File: config.mk
export PLATFORM = sky130hd
export DESIGN_NAME = smb_line_watch
export DESIGN_NICKNAME = d
export VERILOG_FILES = /design/src/rtl/smb_watch_pkg.sv /design/src/rtl/smb_line_sync.sv /design/src/rtl/smb_low_timer.sv /design/src/rtl/smb_idle_timer.sv /design/src/rtl/smb_line_watch.sv
export SDC_FILE = /design/constraint.sdc
export NUM_CORES = 1
export LEC_CHECK = 0
export CAP_MARGIN = 10
export CORE_ASPECT_RATIO = 0.8
export CORE_MARGIN = 10
export CORE_UTILIZATION = 34
export CTS_CLUSTER_DIAMETER = 40
export DETAILED_ROUTE_END_ITERATION = 6
export HOLD_SLACK_MARGIN = 0.03
export MAX_ROUTING_LAYER = met4
export SETUP_SLACK_MARGIN = 0.05
export SLEW_MARGIN = 20
export SYNTH_ARGS = -nofsm -noshare
export SYNTH_HDL_FRONTEND = slang
export SYNTH_HIERARCHICAL = 1
export SYNTH_SLANG_ARGS = --single-unit
File: constraint.sdc
create_clock -name clk -period 2.8 [get_ports clk]
set_clock_uncertainty 0.05 [all_clocks]
set_input_delay 0.56 -clock clk [delete_from_list [all_inputs] [get_ports clk]]
set_output_delay 0.56 -clock clk [all_outputs]
set_load 0.01 [all_outputs]
File: src/rtl/smb_watch_pkg.sv
package smb_watch_pkg;

    typedef enum logic [1:0] {
        LT_OFF,
        LT_ARMED,
        LT_COUNT,
        LT_EXPIRED
    } low_state_t;

    typedef enum logic [1:0] {
        IB_BUSY,
        IB_WAIT,
        IB_FREE
    } idle_state_t;

endpackage

File: src/rtl/smb_line_sync.sv
module smb_line_sync #(
    parameter int LINES  = 2,
    parameter int STAGES = 2
) (
    input  logic             clk,
    input  logic             rst_n,
    input  logic [LINES-1:0] raw,
    output logic [LINES-1:0] synced
);

    // Each line gets its own shift chain; idle bus level (high) at reset.
    for (genvar g = 0; g < LINES; g++) begin : g_line
        logic [STAGES-1:0] chain_q;

        always_ff @(posedge clk or negedge rst_n) begin
            if (!rst_n) begin
                chain_q <= '1;
            end else begin
                chain_q <= {chain_q[STAGES-2:0], raw[g]};
            end
        end

        assign synced[g] = chain_q[STAGES-1];
    end

endmodule

File: src/rtl/smb_low_timer.sv
module smb_low_timer
    import smb_watch_pkg::*;
#(
    parameter int CNT_W = 16
) (
    input  logic             clk,
    input  logic             rst_n,
    input  logic             en,
    input  logic             scl_s,
    input  logic [CNT_W-1:0] reload,
    input  logic             flag_clr,
    output logic             pulse,
    output logic             flag
);

    localparam logic [CNT_W-1:0] ONE = CNT_W'(1);

    low_state_t       state_q, state_d;
    logic [CNT_W-1:0] cnt_q, cnt_d;
    logic             fire;

    // State register
    always_ff @(posedge clk or negedge rst_n) begin
        if (!rst_n) begin
            state_q <= LT_OFF;
            cnt_q   <= '0;
        end else begin
            state_q <= state_d;
            cnt_q   <= cnt_d;
        end
    end

    // Next-state logic
    always_comb begin
        state_d = state_q;
        cnt_d   = cnt_q;
        fire    = 1'b0;
        unique case (state_q)
            LT_OFF: begin
                cnt_d = reload;
                if (en) state_d = LT_ARMED;            // arm
            end
            LT_ARMED: begin
                if (!en) begin
                    state_d = LT_OFF;                  // disable
                    cnt_d   = reload;
                end else if (!scl_s) begin
                    state_d = LT_COUNT;                // stretch-start
                    cnt_d   = reload - ONE;
                end else begin
                    cnt_d   = reload;
                end
            end
            LT_COUNT: begin
                if (!en) begin
                    state_d = LT_OFF;                  // disable
                    cnt_d   = reload;
                end else if (scl_s) begin
                    state_d = LT_ARMED;                // stretch-end
                    cnt_d   = reload;
                end else if (cnt_q == '0) begin
                    state_d = LT_EXPIRED;              // overflow
                    fire    = 1'b1;
                end else begin
                    cnt_d   = cnt_q - ONE;
                end
            end
            LT_EXPIRED: begin
                if (!en) begin
                    state_d = LT_OFF;                  // disable
                    cnt_d   = reload;
                end else if (scl_s) begin
                    state_d = LT_ARMED;                // release
                    cnt_d   = reload;
                end
            end
            default: begin
                state_d = LT_OFF;
                cnt_d   = reload;
            end
        endcase
    end

    // Outputs
    always_ff @(posedge clk or negedge rst_n) begin
        if (!rst_n) begin
            pulse <= 1'b0;
            flag  <= 1'b0;
        end else begin
            pulse <= fire;
            flag  <= fire | (flag & ~flag_clr);
        end
    end

    // a timeout only follows an edge that saw the clock low while enabled
    p_pulse_needs_low_r2: assert property (@(posedge clk) disable iff (!rst_n)
        pulse |-> ($past(!scl_s) && $past(en)));

    // no pulse right after the counter was held with the clock high
    p_no_fire_when_high_r3: assert property (@(posedge clk) disable iff (!rst_n)
        (state_q == LT_ARMED && scl_s) |=> !pulse);

    // one pulse per low phase
    p_pulse_single_r4: assert property (@(posedge clk) disable iff (!rst_n)
        pulse |=> !pulse);

    // the flag accompanies every pulse and stays until cleared
    p_flag_follows_pulse_r5: assert property (@(posedge clk) disable iff (!rst_n)
        pulse |-> flag);

    p_flag_sticky_r5: assert property (@(posedge clk) disable iff (!rst_n)
        (flag && !flag_clr) |=> flag);

    // disabling parks the engine
    p_off_when_disabled_r6: assert property (@(posedge clk) disable iff (!rst_n)
        !en |=> (state_q == LT_OFF && !pulse));

endmodule

File: src/rtl/smb_idle_timer.sv
module smb_idle_timer
    import smb_watch_pkg::*;
#(
    parameter int LIMIT = 10
) (
    input  logic clk,
    input  logic rst_n,
    input  logic en,
    input  logic scl_s,
    input  logic sda_s,
    input  logic tick,
    input  logic start_req,
    output logic bus_free,
    output logic start_go
);

    localparam int            CW  = $clog2(LIMIT + 2);
    localparam logic [CW-1:0] LIM = CW'(LIMIT);
    localparam logic [CW-1:0] SAT = CW'(LIMIT + 1);

    idle_state_t   state_q, state_d;
    logic [CW-1:0] cnt_q, cnt_d;
    logic          served_q;
    logic          lines_high;

    assign lines_high = scl_s & sda_s;

    // State register
    always_ff @(posedge clk or negedge rst_n) begin
        if (!rst_n) begin
            state_q <= IB_BUSY;
            cnt_q   <= '0;
        end else begin
            state_q <= state_d;
            cnt_q   <= cnt_d;
        end
    end

    // Next-state logic
    always_comb begin
        state_d = state_q;
        cnt_d   = cnt_q;
        unique case (state_q)
            IB_BUSY: begin
                cnt_d = '0;
                if (en && lines_high) state_d = IB_WAIT;   // settle
            end
            IB_WAIT: begin
                if (!en || !lines_high) begin
                    state_d = IB_BUSY;                     // disable / activity
                    cnt_d   = '0;
                end else if (tick) begin
                    if (cnt_q == LIM) begin
                        state_d = IB_FREE;                 // expire
                        cnt_d   = SAT;
                    end else begin
                        cnt_d   = cnt_q + CW'(1);
                    end
                end
            end
            IB_FREE: begin
                if (!en || !lines_high) begin
                    state_d = IB_BUSY;                     // disable / activity
                    cnt_d   = '0;
                end else begin
                    cnt_d   = SAT;                         // saturated
                end
            end
            default: begin
                state_d = IB_BUSY;
                cnt_d   = '0;
            end
        endcase
    end

    // Outputs
    always_ff @(posedge clk or negedge rst_n) begin
        if (!rst_n) begin
            start_go <= 1'b0;
            served_q <= 1'b0;
        end else begin
            start_go <= (state_d == IB_FREE) && start_req && !served_q;
            served_q <= start_req && (served_q || (state_d == IB_FREE));
        end
    end

    assign bus_free = (state_q == IB_FREE);

    // the bus only becomes free on a source tick
    p_free_after_tick_r7: assert property (@(posedge clk) disable iff (!rst_n)
        $rose(bus_free) |-> $past(tick));

    // free implies both lines were high on the previous edge
    p_free_needs_high_r8: assert property (@(posedge clk) disable iff (!rst_n)
        bus_free |-> $past(lines_high));

    // free persists while idle and enabled
    p_free_persists_r9: assert property (@(posedge clk) disable iff (!rst_n)
        (bus_free && en && lines_high) |=> bus_free);

    // disabled detection never reports free
    p_disabled_quiet_r10: assert property (@(posedge clk) disable iff (!rst_n)
        !en |=> !bus_free);

    // the permit lies inside a free period and lasts one cycle
    p_go_inside_free_r11: assert property (@(posedge clk) disable iff (!rst_n)
        start_go |-> bus_free);

    p_go_single_r11: assert property (@(posedge clk) disable iff (!rst_n)
        start_go |=> !start_go);

endmodule

File: src/rtl/smb_line_watch.sv
module smb_line_watch
    import smb_watch_pkg::*;
#(
    parameter int CNT_W       = 16,
    parameter int IDLE_LIMIT  = 10,
    parameter int SYNC_STAGES = 2
) (
    input  logic             clk,
    input  logic             rst_n,
    input  logic             scl_in,
    input  logic             sda_in,
    input  logic             src_tick,
    input  logic             lowto_en,
    input  logic             freeto_en,
    input  logic [CNT_W-1:0] reload_val,
    input  logic             flag_clr,
    input  logic             start_req,
    output logic             lowto_pulse,
    output logic             lowto_flag,
    output logic             bus_free,
    output logic             start_go
);

    localparam int LINES = 2;

    logic [LINES-1:0] lines_s;
    logic             scl_s;
    logic             sda_s;

    smb_line_sync #(
        .LINES  (LINES),
        .STAGES (SYNC_STAGES)
    ) u_sync (
        .clk    (clk),
        .rst_n  (rst_n),
        .raw    ({sda_in, scl_in}),
        .synced (lines_s)
    );

    assign scl_s = lines_s[0];
    assign sda_s = lines_s[1];

    smb_low_timer #(
        .CNT_W (CNT_W)
    ) u_low (
        .clk      (clk),
        .rst_n    (rst_n),
        .en       (lowto_en),
        .scl_s    (scl_s),
        .reload   (reload_val),
        .flag_clr (flag_clr),
        .pulse    (lowto_pulse),
        .flag     (lowto_flag)
    );

    smb_idle_timer #(
        .LIMIT (IDLE_LIMIT)
    ) u_idle (
        .clk       (clk),
        .rst_n     (rst_n),
        .en        (freeto_en),
        .scl_s     (scl_s),
        .sda_s     (sda_s),
        .tick      (src_tick),
        .start_req (start_req),
        .bus_free  (bus_free),
        .start_go  (start_go)
    );

    // synchronized lines read the idle level straight out of reset
    p_sync_idle_after_reset_r1: assert property (@(posedge clk)
        $rose(rst_n) |-> (scl_s && sda_s));

endmodule

==> metrics.md, run 1 <==
| Metric | Value |
|---|---|
| Final Max Tran Viols | 0 |
| Yosys top cell by area | dfrtp_1 |
| Multi-input gate area | 1560 um^2 |
| Asr flop ratio synth | 100% |
| Global Route met1 Usage | ~20% |
| Vias per inst | approximately 5.7 |
| # fillers | 744 |
| Fin worst setup slack | approximately 190 ps |
| Register area share after synthesis | a little under a third |
| Slowest-stage cell, CP | or4_2 |
| Register area | 806 um^2 |
| Post-synth top cells | 33 x o21ai_0, 28 x dfrtp_1, 23 x nand2_1, 19 x nor2_1, 18 x inv_1 |
| Post-CTS sizing | 0 |
| Pre-antenna DRT Iters | 5 |
| Final net count | roughly 390 |
| Sw power | ~1.2 mW |
| Worst Path Required | between 2000 and 3000 ps |
| RSZ-0062 raised after global routing | false |
| GRT met3 Usage | between 2 and 2.5% |
| Top Ports | 29 |
| Total grt overflow | 0 |
| Flop pwr share | 29.6% |
| Number of synthesized flops with an enable pin | 0 |
| Vias in the first global route | approximately 2400 |
| Power Dens Cells | between 800 and 900 nW/um^2 |
| Die Wd | approximately 120 um |
| Post-synthesis cell type count | 64 |
| Drt wl/cell | 16.9 um |
| Crit path max fanout | 6 |
| Grt met2 use | roughly a fifth |
| Cell Area, Placed | 3070 um^2 |
| Max clock buf depth | 2 |
| Syn_nets | 338 |
| Largest net degree at the start of global routing | 33 |
| CP bufs+invs | 1 |
| Worst slack, placed | -82.1 ps |
| Clock latency on the worst-skew pair | 290 ps |
| Gr busiest metal | met1 |
| H-Tree Level Count | 2 |
| Sw Share | between 40% and 50% |
| Crit path launch type | register |
| Crit path arrival time | between 2000 and 3000 ps |
| Gate Count Post-Synth | 301 |
| Most instantiated library cell after synthesis | o21ai_0 |
| Final setup vio count | 0 |
| Design area | between 3000 and 4000 um^2 |
| CTS root buf | clkbuf_8 |
| Row count | 28 |
| Crit Path Class | reg -> reg |
| Yosys warns | 6 |
| First-pass GRT wire length | approximately 13000 um |
| Post-synth top area share | between 20 and 30% |
| Gate power share | between 50% and 60% |
| Final Hold Viols | 0 |
| Utilization after layout | 43.4% |
| Worst path cell trace | inv_1 -> ha_1 -> or4b_4 -> or2_4 -> or4_2 -> xnor2_1 -> a41oi_1 -> a21oi_1 |
| Crit. End Element | register |
| Chip Height | 97.3 um |
| Layout cells sized above 1 | 18.0% |
| Peak supply drop | ~0.00032 V |
| CP max stage delay | between 500 and 600 ps |
| Fmax achieved | between 0.3 and 0.4 GHz |
| CTS Hold Bufs | 0 |
| Yosys reg bits | 32 |
| GPL Wtd Cong | between 0.9 and 1 |
| Pleak | approximately 1.3 nW |
| Clock Power Share | 14.3% |
| Clock sink count | 32 |
| Die ar. | approximately 11000 um^2 |
| Antenna cells | 0 |
| Status | finished, final reports clean |
| Max Cap Violations | 0 |
| CTS tree | done |
| Hold WC Path Type | reg -> reg |
| Synth Area per Inst | 8.43 um^2 |
| Initial DRC Count | 268 |
| Reg clk slew, reported paths | around 80 ps |
| Tightest Pin Transition | roughly 860 ps |
| DRC | 0 |
| Post-Synthesis Cell Area | 2540 um^2 |
| Via Count | 2562 |
| Starting Density | about a third |
| Main synth FF type | dfrtp_1 |
| IO buf count | 28 |
| Total CTS buffers | 5 |
| Pint | between 1 and 1.5 mW |
| Minimum clock period | 2610 ps |
| Slew HR | a little over two fifths |
| Tot GR Track Use | about 14% |
| Syn-to-layout area delta | 25.3% |
| Largest delay share family, worst path | simple AND/OR/NAND/NOR gates |
| Area contributors post-synth | dfrtp_1 28%, o21ai_0 6.5%, ha_1 5.9% |
| Dpl hpwl | ~5600 um |
| DRT antenna net count | 0 |
| Routed WL | 7560 um |
| Initial antenna violation count | 0 |
| Post-route clock period utilization | a little over 90% |
| Post-CTS setup buffers | 0 |
| Core Area | around 7300 um^2 |
[final timing paths]
path	from	end	slack (ps)	depth (start not counted)
max	u_low/cnt_q[0]$_DFFE_PN0P_	u_low/cnt_q[10]$_DFFE_PN0P_	190	8
min	u_sync/g_line[0].chain_q[0]$_DFF_PN1_	u_sync/g_line[0].chain_q[1]$_DFF_PN1_	310	0
max reg2reg	u_low/cnt_q[0]$_DFFE_PN0P_	u_low/cnt_q[10]$_DFFE_PN0P_	190	8
min reg2reg	u_sync/g_line[0].chain_q[0]$_DFF_PN1_	u_sync/g_line[0].chain_q[1]$_DFF_PN1_	310	0
max in group asynchronous	rst_n	u_sync/g_line[0].chain_q[0]$_DFF_PN1_	1720	2
min in group asynchronous	rst_n	u_low/cnt_q[10]$_DFFE_PN0P_	630	2
[placed cells by master (no fill, tap or decap), drive strengths merged, types with 6 or more instances in the layout]
| cell type | instances |
|---|---|
| nor2 | 19 |
| ha | 12 |
| nand2 | 23 |
| xnor2 | 8 |
| buf | 35 |
| dfrtp | 28 |
| or4 | 6 |
| a21oi | 18 |
| nand3 | 8 |
| clkdlybuf4s50 | 28 |
| or2 | 6 |
| a31oi | 12 |
| o21ai | 34 |
| or3 | 6 |
| nor3 | 7 |
| inv | 18 |
| nor4 | 8 |
[metrics by stage]
step           hold slack, ps  instances  power, mW  TNS (ps)
6_report                  308        446       2.63         0
5_1_grt                   317        446       2.86         0
4_1_cts                   309        444       2.60         0
3_5_place_dp              297        436       2.21      -225
3_3_place_gp              297        436       2.19      -238
2_1_floorplan             214        301       1.76         0
[layout make-up]
type | count | area share (%)
multi-input cells | 235 | 49.0
flip-flops and latches | 32 | 25.3
repair buffers | 63 | 17.1
well taps | 90 | 3.54
clock buffers | 5 | 2.16
inverters | 18 | 2.13
clock inverters | 3 | 0.748
[cell families (layout without fill, tap and decap cells)]
logic type      Yosys count  count (layout)  share of synthesized area (%)
compound gates          106             106                           26.7
xor+xnor                 13              13                           4.49
fa+ha+maj                12              12                           5.92
buf+inv                  34              89                           6.95
flops                    32              32                           31.8
mux                       2               2                          0.789
simple gates            102             102                           23.4
[sequential cells by signal, indices dropped and copies added (netlist names), 2 cells and up]
register               cells
u_low/cnt_q               16
u_idle/cnt_q               4
u_sync/g_line.chain_q      4
u_idle/state_q             2
u_low/state_q              2
[power by group through the flow]
stage                     registers (mW)  clock network (mW)  logic [mW]
final                              0.779               0.378        1.48
after global routing               0.805               0.416        1.64
after CTS                          0.778               0.387        1.44
after detailed placement           0.785                   0        1.43
after global placement             0.779                   0        1.41
after floorplan                    0.756                   0        1.01
[routing by layer]
metal | vias up | wire, um
li1 | 1236 | -
met1 | 1223 | 3660
met2 | 94 | 3300
met3 | 9 | 518
met4 | 0 | 77
met5 | - | 0
Power figures use the tool's default switching activity.
==> inputs of run 2 (changes only) <==
- RECOVER_POWER: default -> 100
==> metrics.md, run 2 (synthesis gave the netlist of run 1 again) <==
| Metric | Value |
|---|---|
| Starting Density | 34.7% |
| Most common cell after layout, fill and taps aside | o21ai_0 |
| Largest register FFs | 16 |
| Clock Power Share | between 10% and 20% |
| Pint | roughly 1.4 mW |
| Max clock buf depth | 2 |
| Post-route clock period utilization | a little over 90% |
| Min-delay src | u_sync/g_line[0].chain_q[0]$_DFF_PN1_ |
| RSZ-0062 raised after global routing | false |
| CTS root buf | clkbuf_8 |
| Drt wl/cell | about 17 um |
| R2R depth | 8 |
| Total grt overflow | 0 |
| Crit path arrival time | between 2000 and 3000 ps |
| Worst path cell trace | inv_1 -> ha_1 -> or4b_1 -> or2_4 -> or4_2 -> xnor2_1 -> a41oi_1 -> a21oi_1 |
| Layout cells sized above 1 | approximately 16% |
| Violated checks | max-capacitance violations, max-slew violations |
| Peak supply drop | around 0.00032 V |
| Max Cap Violations | 1 |
| Minimum clock period | approximately 2600 ps |
| Crit Path Class | reg -> reg |
| Initial DRC Count | approximately 290 |
| H-Tree Level Count | 2 |
| # fillers | 752 |
| Hold depth | 0 |
| Post-CTS setup buffers | 0 |
| Final Power | about 2.6 mW |
| Crit. End Element | register |
| Pleak | 1.27 nW |
| Commonest cells after routing, fill and taps aside | 34 x o21ai_0, 31 x buf_4, 28 x dfrtp_1, 23 x nand2_1, 22 x clkdlybuf4s50_1 |
| Post-CTS sizing | 0 |
| Fmax achieved | 0.382 GHz |
| Sw power | about 1.2 mW |
| Status | finished, violations left |
| Crit path launch type | register |
| IO buf count | 28 |
| First-pass GRT wire length | 12500 um |
| Core Area | 7320 um^2 |
| Gate power share | a little under three fifths |
| Hold WC Path Type | reg -> reg |
| DRT antenna net count | 0 |
| Crit path max fanout | 6 |
| GPL Wtd Cong | 0.931 |
| Vias in the first global route | approximately 2400 |
| Total CTS buffers | 5 |
| Row count | 28 |
| Final Hold Viols | 0 |
| Reg clk slew, reported paths | 80 ps |
| Pre-antenna DRT Iters | 5 |
| Largest net degree at the start of global routing | 33 |
| Dpl hpwl | 5610 um |
| Vias per inst | 5.75 |
| Clock latency on the worst-skew pair | around 290 ps |
| Die ar. | 11300 um^2 |
| Top reg by flops | u_low/cnt_q |
| Launching point of the worst reg2reg path | u_low/cnt_q[0]$_DFFE_PN0P_ |
| Sw Share | a little under half |
| Final Max Tran Viols | 33 |
| CP max stage delay | between 500 and 600 ps |
| Syn-to-layout area delta | 24.1% |
| DRC | 0 |
| Initial antenna violation count | 0 |
| CTS Hold Bufs | 0 |
| Power Dens Cells | ~830 nW/um^2 |
| Final setup vio count | 0 |
| CTS tree | done |
| Worst Path Required | ~3000 ps |
| Clock sink count | 32 |
| Top Ports | 29 |
| Slowest-stage cell, CP | or4_2 |
| Largest regs | u_low/cnt_q (16), u_idle/cnt_q (4), u_sync/g_line.chain_q (4) |
| Chip Height | around 97 um |
| Antenna cells | 0 |
| Tightest Pin Transition | 1910 ps |
| Die Wd | around 120 um |
| Tot GR Track Use | ~14% |
| Flop pwr share | just under 30% |
| Routed WL | 7580 um |
| Setup TNS | 0 ps |
| Slew HR | -27.2% |
| Via Count | 2563 |
| Crit path from | u_low/cnt_q[0]$_DFFE_PN0P_ |
| Final net count | 392 |
## run 2: worst max-delay path, delay by kind of cell, from the launching register on
| family | cells | cell delay [ps] |
|---|---|---|
| adder cells (fa/ha/maj) | 1 | 200 |
| buffers and inverters | 1 | 60 |
| flip-flops | 1 | 400 |
| AO/OA/AOI/OAI | 2 | 280 |
| XOR/XNOR | 1 | 150 |
| AND/OR/NAND/NOR | 3 | 1360 |
## run 2: cell type report
type | instances | area (um^2) | area share, %
Sequential cell | 32 | 806 | 25.6
Tap cell | 90 | 113 | 3.58
Inverter | 18 | 67.6 | 2.15
Clock buffer | 5 | 68.8 | 2.19
Multi-Input combinational cell | 235 | 1540 | 49.0
Clock inverter | 3 | 23.8 | 0.755
Timing Repair Buffer | 63 | 528 | 16.8
## run 2: power by group through the flow
stage | Combinational, mW | Clock [mW] | Sequential (mW)
after floorplan | 1.01 | 0 | 0.756
after global placement | 1.41 | 0 | 0.779
after detailed placement | 1.43 | 0 | 0.785
after CTS | 1.44 | 0.387 | 0.778
after global routing | 1.61 | 0.416 | 0.802
final | 1.46 | 0.378 | 0.776
## run 2: final timing paths
check | endpoint | slack [ps]
hold / removal | u_sync/g_line[0].chain_q[1]$_DFF_PN1_ | 310
setup / recovery | u_low/cnt_q[10]$_DFFE_PN0P_ | 180
setup reg to reg | u_low/cnt_q[10]$_DFFE_PN0P_ | 180
hold reg to reg | u_sync/g_line[0].chain_q[1]$_DFF_PN1_ | 310
max in group asynchronous | u_idle/cnt_q[2]$_DFFE_PN0P_ | 390
min in group asynchronous | u_low/cnt_q[10]$_DFFE_PN0P_ | 1200
## run 2: metal layers
| layer | part of all wire [%] | vias up | GRT usage [%] |
|---|---|---|---|
| met1 | 49 | 1213 | 20.1 |
| met3 | 7.6 | 9 | 2.47 |
| met2 | 42 | 102 | 19.0 |
| met4 | 1.2 | 0 | 3.70 |
| li1 | - | 1239 | - |
| met5 | 0 | - | - |
## run 2: metrics by stage
step	hold WS (ps)	cells	instance area (um^2)	util [%]	setup WS (ps)
global placement	297	436	3070	42.0	-86.0
finish	308	446	3150	43.0	182
floorplan	214	301	2540	-	278
global route	317	446	3150	43.0	45.5
CTS	309	444	3160	43.2	167
detailed placement	297	436	3070	42.0	-82.1
==> inputs of run 3 (changes only) <==
- CORE_ASPECT_RATIO: 0.8 -> default
- GPL_ROUTABILITY_DRIVEN: default -> 0
==> metrics.md, run 3 (synthesis gave the netlist of run 1 again) <==
| Metric | Value |
|---|---|
| Status | finished, violations left |
| Violated checks | max-capacitance violations, max-slew violations |
| Hold WC Path Type | reg -> reg |
| RSZ-0062 raised after global routing | false |
| R2R depth | 8 |
| Starting Density | a little over a third |
| Reg clk slew, reported paths | approximately 80 ps |
| Row count | 31 |
| Clock sink count | 32 |
| Fmax achieved | ~0.38 GHz |
| Hold depth | 0 |
| Routed WL | ~7400 um |
| Largest delay share family, worst path | simple AND/OR/NAND/NOR gates |
| First-pass GRT wire length | about 12000 um |
| Die ar. | approximately 11000 um^2 |
| CTS root buf | clkbuf_8 |
| Crit. End Element | register |
| Slew HR | -21.5% |
| Crit path max fanout | 6 |
| Clock latency on the worst-skew pair | roughly 290 ps |
| Final setup vio count | 0 |
| DRT antenna net count | 0 |
| Crit path arrival time | roughly 2700 ps |
| Final Max Tran Viols | 33 |
| Setup TNS | 0 ps |
| Pleak | 1.27 nW |
| Final net count | slightly below 400 |
| Total CTS buffers | 5 |
| CTS tree | done |
| Slowest-stage cell, CP | or4_2 |
| Multi-input gate area | ~1600 um^2 |
| Register area | about 810 um^2 |
| Top Ports | 29 |
| DRC | 0 |
| Max Cap Violations | 1 |
| Dpl hpwl | approximately 5500 um |
| Most common cell after layout, fill and taps aside | o21ai_0 |
| Total grt overflow | 0 |
| Syn-to-layout area delta | 24.6% |
| IO buf count | 28 |
| Instance count on the critical path | 8 |
| # fillers | 747 |
| Worst path cell trace | inv_1 -> ha_1 -> or4b_1 -> or2_4 -> or4_2 -> xnor2_1 -> a41oi_1 -> a21oi_1 |
| Core Area | approximately 7300 um^2 |
| Final Power | ~2.6 mW |
| Initial DRC Count | between 150 and 200 |
| Layout cells sized above 1 | approximately 17% |
| Drt wl/cell | around 16 um |
| Power Dens Cells | between 800 and 900 nW/um^2 |
| Via Count | around 2600 |
| Tot GR Track Use | between 10% and 20% |
| Tightest Pin Transition | approximately 1800 ps |
| Antenna cells | 0 |
| Largest regs | u_low/cnt_q (16), u_idle/cnt_q (4), u_sync/g_line.chain_q (4) |
| Chip Height | 106 um |
| CP bufs+invs | 1 |
| CTS Hold Bufs | 0 |
| Max clock buf depth | 2 |
| H-Tree Level Count | 2 |
| Largest register FFs | 16 |
| CP max stage delay | 560 ps |
| Top reg by flops | u_low/cnt_q |
| Crit path launch type | register |
| Post-route clock period utilization | ~93% |
| Vias per inst | 5.68 |
| Pre-antenna DRT Iters | 5 |
| Final Hold Viols | 0 |
| Die Wd | 106 um |
| Commonest cells after routing, fill and taps aside | 34 x o21ai_0, 31 x buf_4, 28 x dfrtp_1, 23 x nand2_1, 20 x clkdlybuf4s50_1 |
| Peak supply drop | roughly 0.00038 V |
| Worst Path Required | roughly 2900 ps |
| Minimum clock period | approximately 2600 ps |
| Crit Path Class | reg -> reg |
| Initial antenna violation count | 0 |
| Vias in the first global route | around 2500 |
| Largest net degree at the start of global routing | 33 |
==> run 3: cell count changes in the layout (fill, tap and decap cells not counted), sizes merged <==
cell | before | now
clkdlybuf4s50 | 22 | 20
clkinvlp | 2 | 0
clkinv | 1 | 3
dlygate4sd3 | 6 | 8
clkbuf | 9 | 7
==> run 3: routing by layer <==
metal | up-vias | wire, um | track usage [%]
met2 | 106 | 3550 | 21.6
li1 | 1230 | - | -
met1 | 1225 | 3300 | 16.2
met5 | - | 0 | -
met3 | 14 | 401 | 2.42
met4 | 0 | 148 | 4.74
==> run 3: area by class of cell <==
cell class	count	area share, %
Sequential cell	32	25.5
Timing Repair Buffer	61	16.5
Clock buffer	5	2.18
Tap cell	99	3.92
Multi-Input combinational cell	235	49.2
Clock inverter	3	0.594
Inverter	18	2.14
==> run 3: stage by stage <==
stage / hold slack [ps] / instances / utilization [%] / cell area [um^2] / worst slack (ps)
after global placement: 298 / 445 / 42.5 / 3080 / -103
after global routing: 311 / 453 / 43.6 / 3160 / 51.5
after detailed placement: 297 / 445 / 42.5 / 3080 / -120
final: 306 / 453 / 43.6 / 3160 / 190
after floorplan: 214 / 301 / - / 2540 / 278
after CTS: 308 / 453 / 43.7 / 3170 / 178
==> run 3: repair_timing <==
action	4_1_cts	5_1_grt
buffers inserted	0	0
endpoints found under the setup margin	0	2
gates resized for setup	0	2
==> run 3: final timing paths <==
kind                                                            start                                     to  slack, ps
worst max register to register             u_low/cnt_q[0]$_DFFE_PN0P_            u_low/cnt_q[10]$_DFFE_PN0P_        190
min in group asynchronous                                       rst_n             u_low/cnt_q[4]$_DFFE_PN0P_       1240
max in group asynchronous                                       rst_n            u_low/cnt_q[14]$_DFFE_PN0P_        400
worst min-delay path            u_sync/g_line[1].chain_q[0]$_DFF_PN1_  u_sync/g_line[1].chain_q[1]$_DFF_PN1_        310
worst min register to register  u_sync/g_line[1].chain_q[0]$_DFF_PN1_  u_sync/g_line[1].chain_q[1]$_DFF_PN1_        310
worst max-delay path                       u_low/cnt_q[0]$_DFFE_PN0P_            u_low/cnt_q[10]$_DFFE_PN0P_        190
==> run 3: report_power, final <==
part	switching (mW)	internal (mW)
registers	0.171	0.620
clock network	0.189	0.173
logic	0.812	0.602
total	1.17	1.40
